File: src/rtl/pmbt_pkg.sv
package pmbt_pkg;
    localparam int SLOT_W        = 3;
    localparam int CFG_LATCH_BIT = 6;
    localparam int CFG_SIZE_BIT  = 4;
    localparam logic [7:0] LATCH_EN_BITS = 8'h46;

    typedef enum logic [1:0] {
        XM_NORMAL = 2'd0,
        XM_EXT    = 2'd1,
        XM_LATCH  = 2'd2
    } xmode_e;
endpackage

File: src/rtl/pmbt_slot_map.sv
module pmbt_slot_map
    import pmbt_pkg::*;
(
    input  logic [SLOT_W-1:0] win,
    input  logic              swap,
    input  logic              latch_mode,
    output logic [SLOT_W-1:0] slot
);
    // halves swap only for the register-driven schemes
    logic flip;
    assign flip = swap & ~latch_mode;
    assign slot = win ^ {flip, {(SLOT_W-1){1'b0}}};
endmodule

File: src/rtl/pmbt_latch_bank.sv
module pmbt_latch_bank
    import pmbt_pkg::*;
#(
    parameter int REG_W = 8
) (
    input  logic [REG_W-1:0]        latch_cfg,
    input  logic                    small_size,
    input  logic [REG_W-1:0]        outer_bank,
    input  logic [1:0]              latch_val,
    input  logic [SLOT_W-1:0]       slot,
    output logic [REG_W+SLOT_W-1:0] bank
);
    localparam logic [REG_W-1:0] EN_BITS = REG_W'(LATCH_EN_BITS);

    logic             latch_on;
    logic [1:0]       lmask;
    logic [REG_W-1:0] base;

    assign latch_on = |(latch_cfg & EN_BITS);

    always_comb begin
        lmask = 2'b00;
        if (latch_on) begin
            lmask = small_size ? 2'b01 : 2'b11;
        end
    end

    assign base = outer_bank | {{(REG_W-2){1'b0}}, latch_val & lmask};
    assign bank = {base, slot};
endmodule

File: src/rtl/pmbt_inner_bank.sv
module pmbt_inner_bank
    import pmbt_pkg::*;
#(
    parameter int REG_W     = 8,
    parameter int NUM_INNER = 12
) (
    input  logic [NUM_INNER*REG_W-1:0] inner_banks,
    input  logic                       small_size,
    input  logic                       ext_sel,
    input  logic [REG_W-1:0]           outer_bank,
    input  logic [SLOT_W-1:0]          slot,
    output logic [REG_W+SLOT_W-1:0]    bank
);
    localparam int NUM_SLOTS = 1 << SLOT_W;

    // register feeding each slot in the extended scheme
    function automatic int ext_src(input int g);
        case (g)
            0:       return 0;
            1:       return 10;
            2:       return 1;
            3:       return 11;
            default: return g - 2;
        endcase
    endfunction

    logic [REG_W-1:0] ireg     [NUM_INNER];
    logic [REG_W-1:0] norm_tab [NUM_SLOTS];
    logic [REG_W-1:0] ext_tab  [NUM_SLOTS];
    logic [REG_W-1:0] imask;
    logic [REG_W-1:0] pick;

    for (genvar i = 0; i < NUM_INNER; i++) begin : g_unpack
        assign ireg[i] = inner_banks[i*REG_W +: REG_W];
    end

    assign imask = small_size ? {1'b0, {(REG_W-1){1'b1}}} : {REG_W{1'b1}};

    for (genvar g = 0; g < NUM_SLOTS; g++) begin : g_slot
        localparam int EIDX = ext_src(g);
        logic [REG_W-1:0] masked;
        if (g < 4) begin : g_pair
            localparam logic LOWB = (g % 2) != 0;
            assign masked      = ireg[g/2] & imask;
            assign norm_tab[g] = {masked[REG_W-1:1], LOWB};
        end else begin : g_single
            assign masked      = ireg[g-2] & imask;
            assign norm_tab[g] = masked;
        end
        assign ext_tab[g] = ireg[EIDX];
    end

    assign pick = ext_sel ? ext_tab[slot] : norm_tab[slot];
    assign bank = {{SLOT_W{1'b0}}, pick} | {outer_bank, {SLOT_W{1'b0}}};
endmodule

File: src/rtl/pmbt_translator.sv
module pmbt_translator
    import pmbt_pkg::*;
#(
    parameter int REG_W     = 8,
    parameter int WIN_BITS  = 10,
    parameter int NUM_INNER = 12
) (
    input  logic                                clk,
    input  logic                                rst_n,
    input  logic [REG_W-1:0]                    mode_cfg,
    input  logic [REG_W-1:0]                    outer_bank,
    input  logic [REG_W-1:0]                    latch_cfg,
    input  logic [1:0]                          latch_val,
    input  logic                                swap_halves,
    input  logic                                ext_mode,
    input  logic [NUM_INNER*REG_W-1:0]          inner_banks,
    input  logic [WIN_BITS+SLOT_W-1:0]          vaddr,
    output logic [REG_W+SLOT_W-1:0]             bank_o,
    output logic [REG_W+SLOT_W+WIN_BITS-1:0]    phys_addr_o
);
    localparam int BANK_W  = REG_W + SLOT_W;
    localparam int VADDR_W = WIN_BITS + SLOT_W;

    typedef struct packed {
        logic [BANK_W-1:0]   bank;
        logic [WIN_BITS-1:0] offs;
    } xlat_t;

    xlat_t             st_d, st_q;
    xmode_e            mode_sel;
    logic              latch_mode;
    logic              small_size;
    logic [SLOT_W-1:0] slot;
    logic [BANK_W-1:0] latch_bank;
    logic [BANK_W-1:0] inner_bank;
    logic              unused_cfg;

    assign latch_mode = mode_cfg[CFG_LATCH_BIT];
    assign small_size = mode_cfg[CFG_SIZE_BIT];
    assign unused_cfg = ^mode_cfg;

    always_comb begin
        if (latch_mode)    mode_sel = XM_LATCH;
        else if (ext_mode) mode_sel = XM_EXT;
        else               mode_sel = XM_NORMAL;
    end

    pmbt_slot_map u_slot (
        .win        (vaddr[VADDR_W-1:WIN_BITS]),
        .swap       (swap_halves),
        .latch_mode (latch_mode),
        .slot       (slot)
    );

    pmbt_latch_bank #(.REG_W(REG_W)) u_latch (
        .latch_cfg  (latch_cfg),
        .small_size (small_size),
        .outer_bank (outer_bank),
        .latch_val  (latch_val),
        .slot       (slot),
        .bank       (latch_bank)
    );

    pmbt_inner_bank #(.REG_W(REG_W), .NUM_INNER(NUM_INNER)) u_inner (
        .inner_banks (inner_banks),
        .small_size  (small_size),
        .ext_sel     (mode_sel == XM_EXT),
        .outer_bank  (outer_bank),
        .slot        (slot),
        .bank        (inner_bank)
    );

    always_comb begin
        st_d      = st_q;
        st_d.offs = vaddr[WIN_BITS-1:0];
        case (mode_sel)
            XM_LATCH: st_d.bank = latch_bank;
            default:  st_d.bank = inner_bank;
        endcase
    end

    always_ff @(posedge clk) begin
        if (!rst_n) st_q <= '0;
        else        st_q <= st_d;
    end

    assign bank_o      = st_q.bank;
    assign phys_addr_o = st_q;
endmodule

File: config.mk
export PLATFORM = sky130hd
export DESIGN_NAME = pmbt_translator
export DESIGN_NICKNAME = d
export VERILOG_FILES = /design/src/rtl/pmbt_pkg.sv /design/src/rtl/pmbt_slot_map.sv /design/src/rtl/pmbt_latch_bank.sv /design/src/rtl/pmbt_inner_bank.sv /design/src/rtl/pmbt_translator.sv
export SDC_FILE = /design/constraint.sdc
export NUM_CORES = 1
export LEC_CHECK = 0
export ABC_AREA = 1
export ABC_CLOCK_PERIOD_IN_PS = 1900
export BUFFER_PORTS_ARGS = -buffer_cell sky130_fd_sc_hd__buf_2
export CORE_MARGIN = 1
export CORE_UTILIZATION = 39
export CTS_CLUSTER_SIZE = 30
export DETAILED_ROUTE_END_ITERATION = 8
export PLACE_DENSITY = 0.95
export SYNTH_ARGS = -nofsm -noshare
export SYNTH_HDL_FRONTEND = slang
export SYNTH_HIERARCHICAL = 1
export SYNTH_SLANG_ARGS = --single-unit
File: constraint.sdc
create_clock -name clk -period 1.9 [get_ports clk]
set_input_delay 0.38 -clock clk [delete_from_list [all_inputs] [get_ports clk]]
set_output_delay 0.38 -clock clk [all_outputs]
set_load 0.03 [all_outputs]
==> impl_metrics.tcl <==
set metrics [dict create \
    hold_path_startpoint "vaddr[3]" \
    grt_use_total_pct 19.8 \
    whs_path_depth 3 \
    gr-total-overflow 0 \
    antenna_found_initial 0 \
    cts_tree "built" \
    vias_per_cell 4.54 \
    critPathLaunchType "input port" \
    cts_num_sinks 21 \
    cp_slowest_stage_delay_ns 0.26 \
    path_depth 11 \
    max_freq_ghz 0.759 \
    fill_cells 413 \
    grt_pass1_wl_um 6980 \
    dr_total_vias 1958 \
    routed_wl_um 4460 \
    min_period_over_period_pct 69.3 \
    io_pins 171 \
    relSlewSlack_pct 75.0 \
    drt_pass1_iterations 5 \
    finalNonFillerCells 431 \
    synth-seq-area-share_pct 25.1 \
    drc_errors 0 \
    cts-root-buf "clkbuf_8" \
    die_height_um 67.5 \
    yosysWarnings 6 \
    hold_violations 0 \
    cp_slowest_cell "nor2_1" \
    clk_path_buf_depth 2 \
    arrival_ns 1.47 \
    design.core.area_mm2 0.00406 \
    grt_busiest_layer "met2" \
    setup_viol 0 \
    area_delta_synth_final_pct 27.9 \
    hold_end "phys_addr_o[3]" \
    post_cts_resized 0 \
    die_x_um 67.5 \
    syn_area_mm2 0.00167 \
    start_util_pct 41.2 \
    worstSetupPathType "in -> reg" \
    post-cts-setup-buffer-count 0 \
    fin_crit_ns 1.32 \
    hpwl_um 3720 \
    grt_max_degree 26 \
    critPathTopFamily "simple AND/OR/NAND/NOR gates" \
    dp_cells 427 \
    dieArea_mm2 0.00455 \
    tns_ns 0 \
    tightest_slew_ns 0.375 \
    postCtsHoldBufs 0 \
    drive_gt1_share_pct 37.0 \
    antenna_cells 0 \
    end_kind "flip-flop" \
    syn-num-nets 423 \
    drtIter0Drc 127 \
    cp_max_fo 8 \
    hp-class "in -> reg" \
    use_met1_pct 21.8 \
    use_met2_pct 39.7 \
    synthCells 284 \
    port_buffers 127 \
    numCtsBuffers 3 \
    grt_setup_unrepaired "no" \
    required_ns 2.06 \
    grt_pass1_vias 1706 \
    clk_pin_slew_ns 0.08 \
    ir_drop_uv 267 \
    placementRows 23 \
    ys_seq_elements 21 \
    nets 521 \
    status "completed" \
    powerDensity_mw_per_mm2 569 \
    path_cells "buf_2, nor2_1, nand2_4, clkinv_4, nand3_2, nand2_1, nand2_1, nand3_1, nand2_1, nor2_1, nor2_1" \
    wl_per_cell_um 10.3 \
    ant_nets 0 \
    finalMaxSlewViolations 0 \
    globalRouteMet3Util_pct 1.69 \
    leakagePower_uw 0.00138 \
    gp_congestion 0.798 \
    worst-path-buf-inv 2 \
    synth_cell_types 16 \
    avgSynthCellArea_um2 5.89 \
    htree_levels 1 \
    cap_violations 0 \
]
[cell usage after synthesis, drive strengths merged]
library cell,n,area (um^2)
buf,38,308
clkinv,1,8.76
dfxtp,21,420
inv,33,129
nand2,112,428
nand3,47,240
nand3b,4,30.0
nor2,26,97.6
o21ai,2,10.0
[state kept, by name (all words and copies together) (netlist names)]
| register | flops |
|---|---|
| phys_addr_o | 10 |
| bank_o | 11 |
[cells in the final DEF, fill, tap and decap left out, drive strengths merged]
cell,n
nor2,26
nand3,47
nand3b,4
clkinv,2
clkbuf,3
o21ai,2
dfxtp,21
inv,33
nand2,112
buf,131
[routing by layer]
metal  vias to the layer above  wire [um]
met5                         -          0
met4                         0         25
met3                         2        226
met2                        83       2370
met1                       845       1840
li1                       1028          -
[power by group]
part / internal, uW / leakage, uW / total, uW / switching [uW]
clock network: 146 / 0.0000255 / 283 / 137
logic: 173 / 0.00118 / 452 / 279
registers: 470 / 0.000175 / 480 / 10.2
total: 789 / 0.00138 / 1220 / 427
[worst min-delay path, delay by kind of cell]
family	cells	cell delay, ns
buffers and inverters	2	0.11
AND/OR/NAND/NOR	1	0.04
[through the flow]
stage,hold slack [ns],utilization [%],total power (uW),worst slack (ns),instance area (um^2)
2_1_floorplan,0.478,-,824,0.528,1670
3_3_place_gp,0.560,51.6,934,0.300,2090
5_1_grt,0.300,52.7,1300,0.395,2140
3_5_place_dp,0.567,51.6,946,0.302,2090
6_report,0.302,52.7,1220,0.583,2140
4_1_cts,0.295,52.7,1230,0.573,2140
[worst max-delay path by stage]
stage	startpoint	to	slack (ns)
2_1_floorplan	mode_cfg[6]	bank_o[7]	0.53
3_3_place_gp	mode_cfg[6]	bank_o[7]	0.30
3_5_place_dp	mode_cfg[6]	bank_o[7]	0.30
4_1_cts	mode_cfg[6]	bank_o[7]	0.57
5_1_grt	mode_cfg[6]	bank_o[7]	0.39
6_report	mode_cfg[6]	bank_o[7]	0.58
[kinds of logic after synthesis]
group | synth area share [%]
AO/OA/AOI/OAI | 0.598
buffers and inverters | 26.6
flip-flops | 25.1
AND/OR/NAND/NOR | 47.6
[layout make-up]
type                            instances  area, um^2  share of cell area [%]
Clock buffer                            3        41.3                    1.93
Timing Repair Buffer                  131         666                    31.1
Multi-Input combinational cell        191         806                    37.7
Sequential cell                        21         420                    19.7
Inverter                               34         138                    6.44
Clock inverter                          1        5.00                   0.234
Tap cell                               50        62.6                    2.93
Power figures use the tool's default switching activity.
